==> src/rtl/irq_pkg.sv <==
package irq_pkg;
  localparam int unsigned N_SRC      = 5;
  localparam int unsigned ADDR_W     = 16;
  localparam int unsigned DATA_W     = 8;
  localparam int unsigned VEC_W      = 16;
  localparam int unsigned VEC_BASE   = 'h40;
  localparam int unsigned VEC_STRIDE = 8;
  localparam logic [ADDR_W-1:0] FLAG_ADDR = 16'hFF0F;
  localparam logic [ADDR_W-1:0] EN_ADDR   = 16'hFFFF;
endpackage

==> src/rtl/irq_edge_det.sv <==
module irq_edge_det #(
  parameter int unsigned N = 5
) (
  input  logic         clk_i,
  input  logic         rst_ni,
  input  logic [N-1:0] lvl_i,
  output logic [N-1:0] rise_o
);
  logic [N-1:0] prev_q;

  always_ff @(posedge clk_i or negedge rst_ni) begin
    if (!rst_ni) prev_q <= '0;
    else         prev_q <= lvl_i;
  end

  assign rise_o = lvl_i & ~prev_q;
endmodule

==> src/rtl/irq_flag_reg.sv <==
module irq_flag_reg #(
  parameter int unsigned N = 5
) (
  input  logic         clk_i,
  input  logic         rst_ni,
  input  logic [N-1:0] set_i,
  input  logic         wr_i,
  input  logic [N-1:0] wdata_i,
  input  logic [N-1:0] clr_i,
  output logic [N-1:0] flag_o
);
  for (genvar g = 0; g < N; g++) begin : g_bit
    // precedence: edge > write > ack clear
    always_ff @(posedge clk_i or negedge rst_ni) begin
      if (!rst_ni)         flag_o[g] <= 1'b0;
      else if (set_i[g])   flag_o[g] <= 1'b1;
      else if (wr_i)       flag_o[g] <= wdata_i[g];
      else if (clr_i[g])   flag_o[g] <= 1'b0;
    end
  end
endmodule

==> src/rtl/irq_prio_enc.sv <==
module irq_prio_enc #(
  parameter int unsigned N      = 5,
  parameter int unsigned VEC_W  = 16,
  parameter int unsigned BASE   = 'h40,
  parameter int unsigned STRIDE = 8
) (
  input  logic [N-1:0]     req_i,
  output logic             any_o,
  output logic [N-1:0]     grant_o,
  output logic [VEC_W-1:0] vec_o
);
  always_comb begin
    any_o   = 1'b0;
    grant_o = '0;
    vec_o   = '0;
    // descending scan: lowest index written last wins
    for (int i = N - 1; i >= 0; i--) begin
      if (req_i[i]) begin
        any_o   = 1'b1;
        grant_o = N'(1) << i;
        vec_o   = VEC_W'(BASE + i * STRIDE);
      end
    end
  end
endmodule

==> src/rtl/irq_prio_ctrl.sv <==
module irq_prio_ctrl
  import irq_pkg::*;
#(
  parameter int unsigned            P_SRC    = N_SRC,
  parameter int unsigned            P_ADDR_W = ADDR_W,
  parameter int unsigned            P_DATA_W = DATA_W,
  parameter int unsigned            P_VEC_W  = VEC_W,
  parameter logic [P_ADDR_W-1:0]    P_FLAG   = FLAG_ADDR,
  parameter logic [P_ADDR_W-1:0]    P_EN     = EN_ADDR
) (
  input  logic                clk_i,
  input  logic                rst_ni,
  input  logic [P_SRC-1:0]    req_i,
  input  logic                master_en_i,
  input  logic [P_ADDR_W-1:0] bus_addr_i,
  input  logic                bus_wr_i,
  input  logic [P_DATA_W-1:0] bus_wdata_i,
  output logic [P_DATA_W-1:0] bus_rdata_o,
  input  logic                ack_i,
  output logic                pending_o,
  output logic [P_VEC_W-1:0]  vector_o
);
  localparam int unsigned PAD_W = P_DATA_W - P_SRC;

  logic [P_SRC-1:0]    edge_w;
  logic [P_SRC-1:0]    flag_q;
  logic [P_DATA_W-1:0] en_q;
  logic [P_SRC-1:0]    masked_w;
  logic [P_SRC-1:0]    grant_w;
  logic [P_SRC-1:0]    clr_w;
  logic [P_VEC_W-1:0]  vec_w;
  logic                any_w;
  logic                wr_flag_w;
  logic                wr_en_w;
  logic                ack_ok_w;

  assign wr_flag_w = bus_wr_i && (bus_addr_i == P_FLAG);
  assign wr_en_w   = bus_wr_i && (bus_addr_i == P_EN);

  irq_edge_det #(.N(P_SRC)) u_edge (
    .clk_i  (clk_i),
    .rst_ni (rst_ni),
    .lvl_i  (req_i),
    .rise_o (edge_w)
  );

  irq_flag_reg #(.N(P_SRC)) u_flag (
    .clk_i   (clk_i),
    .rst_ni  (rst_ni),
    .set_i   (edge_w),
    .wr_i    (wr_flag_w),
    .wdata_i (bus_wdata_i[P_SRC-1:0]),
    .clr_i   (clr_w),
    .flag_o  (flag_q)
  );

  always_ff @(posedge clk_i or negedge rst_ni) begin
    if (!rst_ni)      en_q <= '0;
    else if (wr_en_w) en_q <= bus_wdata_i;
  end

  assign masked_w = flag_q & en_q[P_SRC-1:0];

  irq_prio_enc #(
    .N      (P_SRC),
    .VEC_W  (P_VEC_W),
    .BASE   (VEC_BASE),
    .STRIDE (VEC_STRIDE)
  ) u_prio (
    .req_i   (masked_w),
    .any_o   (any_w),
    .grant_o (grant_w),
    .vec_o   (vec_w)
  );

  assign pending_o = master_en_i & any_w;
  assign vector_o  = pending_o ? vec_w : '0;
  assign ack_ok_w  = ack_i & pending_o;
  assign clr_w     = ack_ok_w ? grant_w : '0;

  always_comb begin
    if (bus_addr_i == P_FLAG)    bus_rdata_o = {{PAD_W{1'b1}}, flag_q};
    else if (bus_addr_i == P_EN) bus_rdata_o = en_q;
    else                         bus_rdata_o = '0;
  end
endmodule

==> config.mk <==
export PLATFORM = sky130hd
export DESIGN_NAME = irq_prio_ctrl
export DESIGN_NICKNAME = d
export VERILOG_FILES = /design/src/rtl/irq_pkg.sv /design/src/rtl/irq_edge_det.sv /design/src/rtl/irq_flag_reg.sv /design/src/rtl/irq_prio_enc.sv /design/src/rtl/irq_prio_ctrl.sv
export SDC_FILE = /design/constraint.sdc
export NUM_CORES = 1
export LEC_CHECK = 0
export BUFFER_PORTS_ARGS = -buffer_cell sky130_fd_sc_hd__clkbuf_2
export CAP_MARGIN = 25
export CORE_AREA = 2 2 48 61
export DETAILED_ROUTE_END_ITERATION = 12
export DIE_AREA = 0 0 50 63
export GPL_ROUTABILITY_DRIVEN = 0
export PLACE_DENSITY = 0.75
export SLEW_MARGIN = 20
export SYNTH_ARGS = -nofsm -noshare
export SYNTH_HDL_FRONTEND = slang
export SYNTH_SLANG_ARGS = --single-unit
==> constraint.sdc <==
create_clock -name clk_i -period 2.7 [get_ports clk_i]
set_input_delay 0.54 -clock clk_i [delete_from_list [all_inputs] [get_ports clk_i]]
set_output_delay 0.54 -clock clk_i [all_outputs]
set_load 0.02 [all_outputs]
# Yosys cells after proc, flatten, opt, wreduce, memory -nomap -nowiden
# Cells that the tools add are included.
# Widths: inputs -> output; s select.
dict set report op_classes {
  n_addsub 0
  mul 0
  div_mod_pow 0
  n_lt_le_gt_ge 0
  n_eq_ne 2
  n_shift 0
  muxes 34
  bitwise 5
  reduce_logical 7
}
# op n
set ops {}
lappend ops {{$mux 7} 5}
lappend ops {{$eq 16x16->1 const B} 2}
lappend ops {{$mux 5} 6}
lappend ops {{$mux 1} 20}
lappend ops {{$mux 16} 1}
lappend ops {{$mux 8} 2}
lappend ops {{$reduce_bool 3->1} 5}
lappend ops {{$and 5x5->5} 2}
lappend ops {{$not 5->5} 1}
lappend ops {{$and 1x1->1} 2}
lappend ops {{$logic_and 1x1->1} 2}
dict set report totals {
  ff_bits 18
  latch_bits 0
  ram_bits 0
  mem_bits_ro 0
  inputBits 34
  word_cells 55
  memories 0
}

# Longest topological paths before layout
dict set report depth {
  depth_word 12
  depth_mapped 5
  mapped_depth_nobuf 4
}

# By module
# Synthesis repeated with hierarchy kept, for this count alone.
dict set report unflattened {
  cells_unflattened 117
  area_unflattened_um2 1247.4
}
# module instances cells_each area_each_um2 seq_area_each_um2
set modules_own_cells {}
lappend modules_own_cells {irq_prio_ctrl 1 63 663.1 200.2}
lappend modules_own_cells {irq_flag_reg 1 17 207.7 125.1}
lappend modules_own_cells {irq_edge_det 1 10 193.9 125.1}
lappend modules_own_cells {irq_prio_enc 1 27 182.7 0.0}

# Least setup slack after synthesis
# Ideal clock, no wire load.
dict set report synth_timing {
  kind {input to output}
  start {input bus_addr_i[4]}
  end {output bus_rdata_o[0]}
  arrival_ns 1.850
  required_time_ns 2.160
  slack_ns 0.310
  stages 4
  cell_sequence {or4_4 > nor4_4 > buf_4 > a22o_1}
}
dict set report synth_between {
  elab_chain_cells 3
  word_cells_on_any_way 4
  cone_classes {eq/ne (2); mux (2)}
}
# element line
set synth_lines {}
lappend synth_lines {{start: declaration} irq_prio_ctrl.sv:15} ;# input logic [P_ADDR_W-1:0] bus_addr_i,
lappend synth_lines {{$eq 16x16->1} irq_prio_ctrl.sv:83} ;# else if (bus_addr_i == P_EN) bus_rdata_o = en_q;
lappend synth_lines {{$mux 8} irq_prio_ctrl.sv:83}
lappend synth_lines {{$mux 8 (*)} irq_prio_ctrl.sv:82} ;# if (bus_addr_i == P_FLAG) bus_rdata_o = {{PAD_W{1'b1}}, flag_q};
lappend synth_lines {{end: declaration} irq_prio_ctrl.sv:18} ;# output logic [P_DATA_W-1:0] bus_rdata_o,
# Mark *: on every way between the ends. The rest lies on a longest branch, timed or not.

# Worst setup path after layout
dict set report layout_timing {
  start {input bus_addr_i[4]}
  end {output bus_rdata_o[3]}
}
# Same word-level chain as after synthesis.

==> qor.yml <==
post_cts_buffers: 0
grt-ovfl-total: 0
synth.area.top_cells: "dfrtp_1 (43%), buf_4 (9.2%), mux2_2 (8.5%)"
finalCriticalPeriod_ns: 2.41
drive_gt1_share_pct: 43.9
tns_ns: 0
finalSetupViolations: 0
start_util_pct: 40.6
setup_slack_ns: 0.294
num_antenna_cells: 0
final.setup_skew_ns: 0.00427
hold_slack_ns: 0.170
wl_per_cell_microns: 13.0
syn_inst: 100
rsz0062_at_grt: "false"
ys_types: 28
portBuffers: 46
max-vdd-ir-drop_uv: 371
timing.final.crit_share_pct: 89.1
multiInputGateArea_sq_um: 531
synth.top_cell.area_share_pct: 42.7
grt_max_degree: 19
routed_wl_microns: 2360
firstDrtPassIters: 4
ant_nets: 0
critPathRequiredTime_ns: 2.16
design_area_sq_mm: 0.00133
maxCapViolations: 0
fp.dieW_microns: 50
grtUsageMet3_pct: 2.63
fill_cells: 244
busiest_layer: "met2"
synth-seq-cells: 18
grt_util_met1_pct: 19.6
syn_area_per_cell_sq_um: 10.6
fin_cells: 182
tritoncts: "done"
grt_usage_pct: 15.5
seqCellArea_sq_um: 450
grt_pass1_wl_microns: 3940
critPathCaptureType: "output pin"
path_class: "input pin to output pin"
syn_to_final_growth_pct: 25.8
startpoint_type: "input pin"
p_per_area_mw_per_mm2: 376
arrival_ns: 1.87
synth_warnings: 0
hold_viol: 0
drcViolationCount: 0
cellLeakagePower_nw: 0.724
rows: 21
core_sq_mm: 0.00260
die_area_sq_mm: 0.00315
die_height_microns: 63
finalNetCount: 183
clock-root-buffer: "clkbuf_4"
worstPathMaxFanout: 18
drt-initial-drc-count: 12
via_per_inst: 5.22
clockBufferDepth: 2
status: "complete, no violations"
dp_slack_ns: 0.306
first_global_vias: 962
cts_hold_buf: 0
cts_buffers: 3
clk_pin_slew_ns: 0.11
dp.cells: 178
ctsResizeCount: 0
fmax_mhz: 416
syn-cell-area_sq_mm: 0.00106
io_pins: 59
synth_top_area_cell: "dfrtp_1"
clkSinkCount: 18
antenna_found_initial: 0
dp_hpwl_microns: 1870
finalMaxSlewViolations: 0
place_area_sq_mm: 0.00129
clkLatencyLatePin_ns: 0.29
vias: 950
htree_levels: 1
grt_use_met2_pct: 26.5
ys_seq_area_share_pct: 42.7
hp-class: "input pin to async pin"
ff2ff_path_depth: 4
placed cells by master, fill, tap and decap left out, types with 2 or more instances in the layout:
| cell | count |
|---|---|
| o31a_1 | 2 |
| nand2_1 | 7 |
| a311o_1 | 3 |
| clkbuf_2 | 46 |
| o31ai_1 | 2 |
| dfrtp_1 | 18 |
| a21o_1 | 4 |
| mux2_2 | 8 |
| o21ai_0 | 2 |
| a22o_1 | 7 |
| nand4_1 | 4 |
| nor2b_1 | 3 |
| nand3_1 | 5 |
| inv_1 | 3 |
| conb_1 | 12 |
| nor4_4 | 2 |
| clkbuf_4 | 3 |
| a21oi_1 | 4 |
Yosys cell counts:
cell type	count
dfrtp_1	18
buf_4	13
mux2_2	8
a22o_1	7
nand2_1	7
nand3_1	5
a21o_1	4
a21oi_1	4
nand4_1	4
a311o_1	3
inv_1	3
nor2b_1	3
clkbuf_1	2
nor4_4	2
o21ai_0	2
o31a_1	2
o31ai_1	2
a21bo_2	1
a221o_1	1
a32oi_1	1
and2_1	1
and3_1	1
conb_1	1
nand2_2	1
nand2b_1	1
nor2_1	1
nor3_1	1
or4_4	1
worst max-delay path, stage by stage:
cell	delay, ns
clkbuf_2	0.09
or4_4	0.53
nor4_4	0.20
buf_12	0.19
a22o_1	0.15
clkbuf_2	0.16
state kept, by name (all words and copies together), names as in the netlist:
register,flops
en_q,8
u_edge.prev_q,5
u_flag.flag_o,5
power by group:
| group | switching (mW) | leakage (nW) | internal [mW] | total (mW) |
|---|---|---|---|---|
| logic | 0.0374 | 0.489 | 0.0211 | 0.0586 |
| clock network | 0.0853 | 0.0210 | 0.0821 | 0.167 |
| registers | 0.00105 | 0.214 | 0.273 | 0.274 |
cell type report:
class	count	share of cell area [%]
multi-input cells	75	39.9
flip-flops and latches	18	33.9
repair buffers	48	19.4
well taps	34	3.20
clock buffers	4	2.73
inverters	3	0.847
final timing paths:
kind                            slack [ns]     startpoint               end
worst min-delay path                  0.17         rst_ni  u_edge.prev_q[2]
max in group asynchronous             2.22         rst_ni           en_q[1]
worst max register to register        1.16        en_q[1]  u_flag.flag_o[3]
worst max-delay path                  0.29  bus_addr_i[4]    bus_rdata_o[3]
worst min register to register        0.52        en_q[7]           en_q[7]
min in group clk_i                    0.36       req_i[3]  u_edge.prev_q[3]
metal layers:
metal / part of all wire, % / vias to the layer above
met5: 0 / -
met1: 40 / 450
li1: - / 449
met4: 0.68 / 0
met2: 52 / 49
met3: 8.1 / 2
through the flow:
| stage | util, % | total power, mW |
|---|---|---|
| global route | 51.1 | 0.518 |
| finish | 51.1 | 0.500 |
| global placement | 49.7 | 0.337 |
| detailed placement | 49.7 | 0.339 |
| CTS | 51.1 | 0.502 |
| floorplan | - | 0.318 |
cell families after synthesis:
| family | count (synthesis) | share of synthesized area (%) |
|---|---|---|
| flops | 18 | 42.7 |
| other cells | 1 | 0.355 |
| compound gates | 27 | 20.1 |
| mux | 8 | 8.53 |
| simple gates | 28 | 17.3 |
| buf+inv | 18 | 11.0 |
No activity file was read; power rests on OpenSTA's default activity.
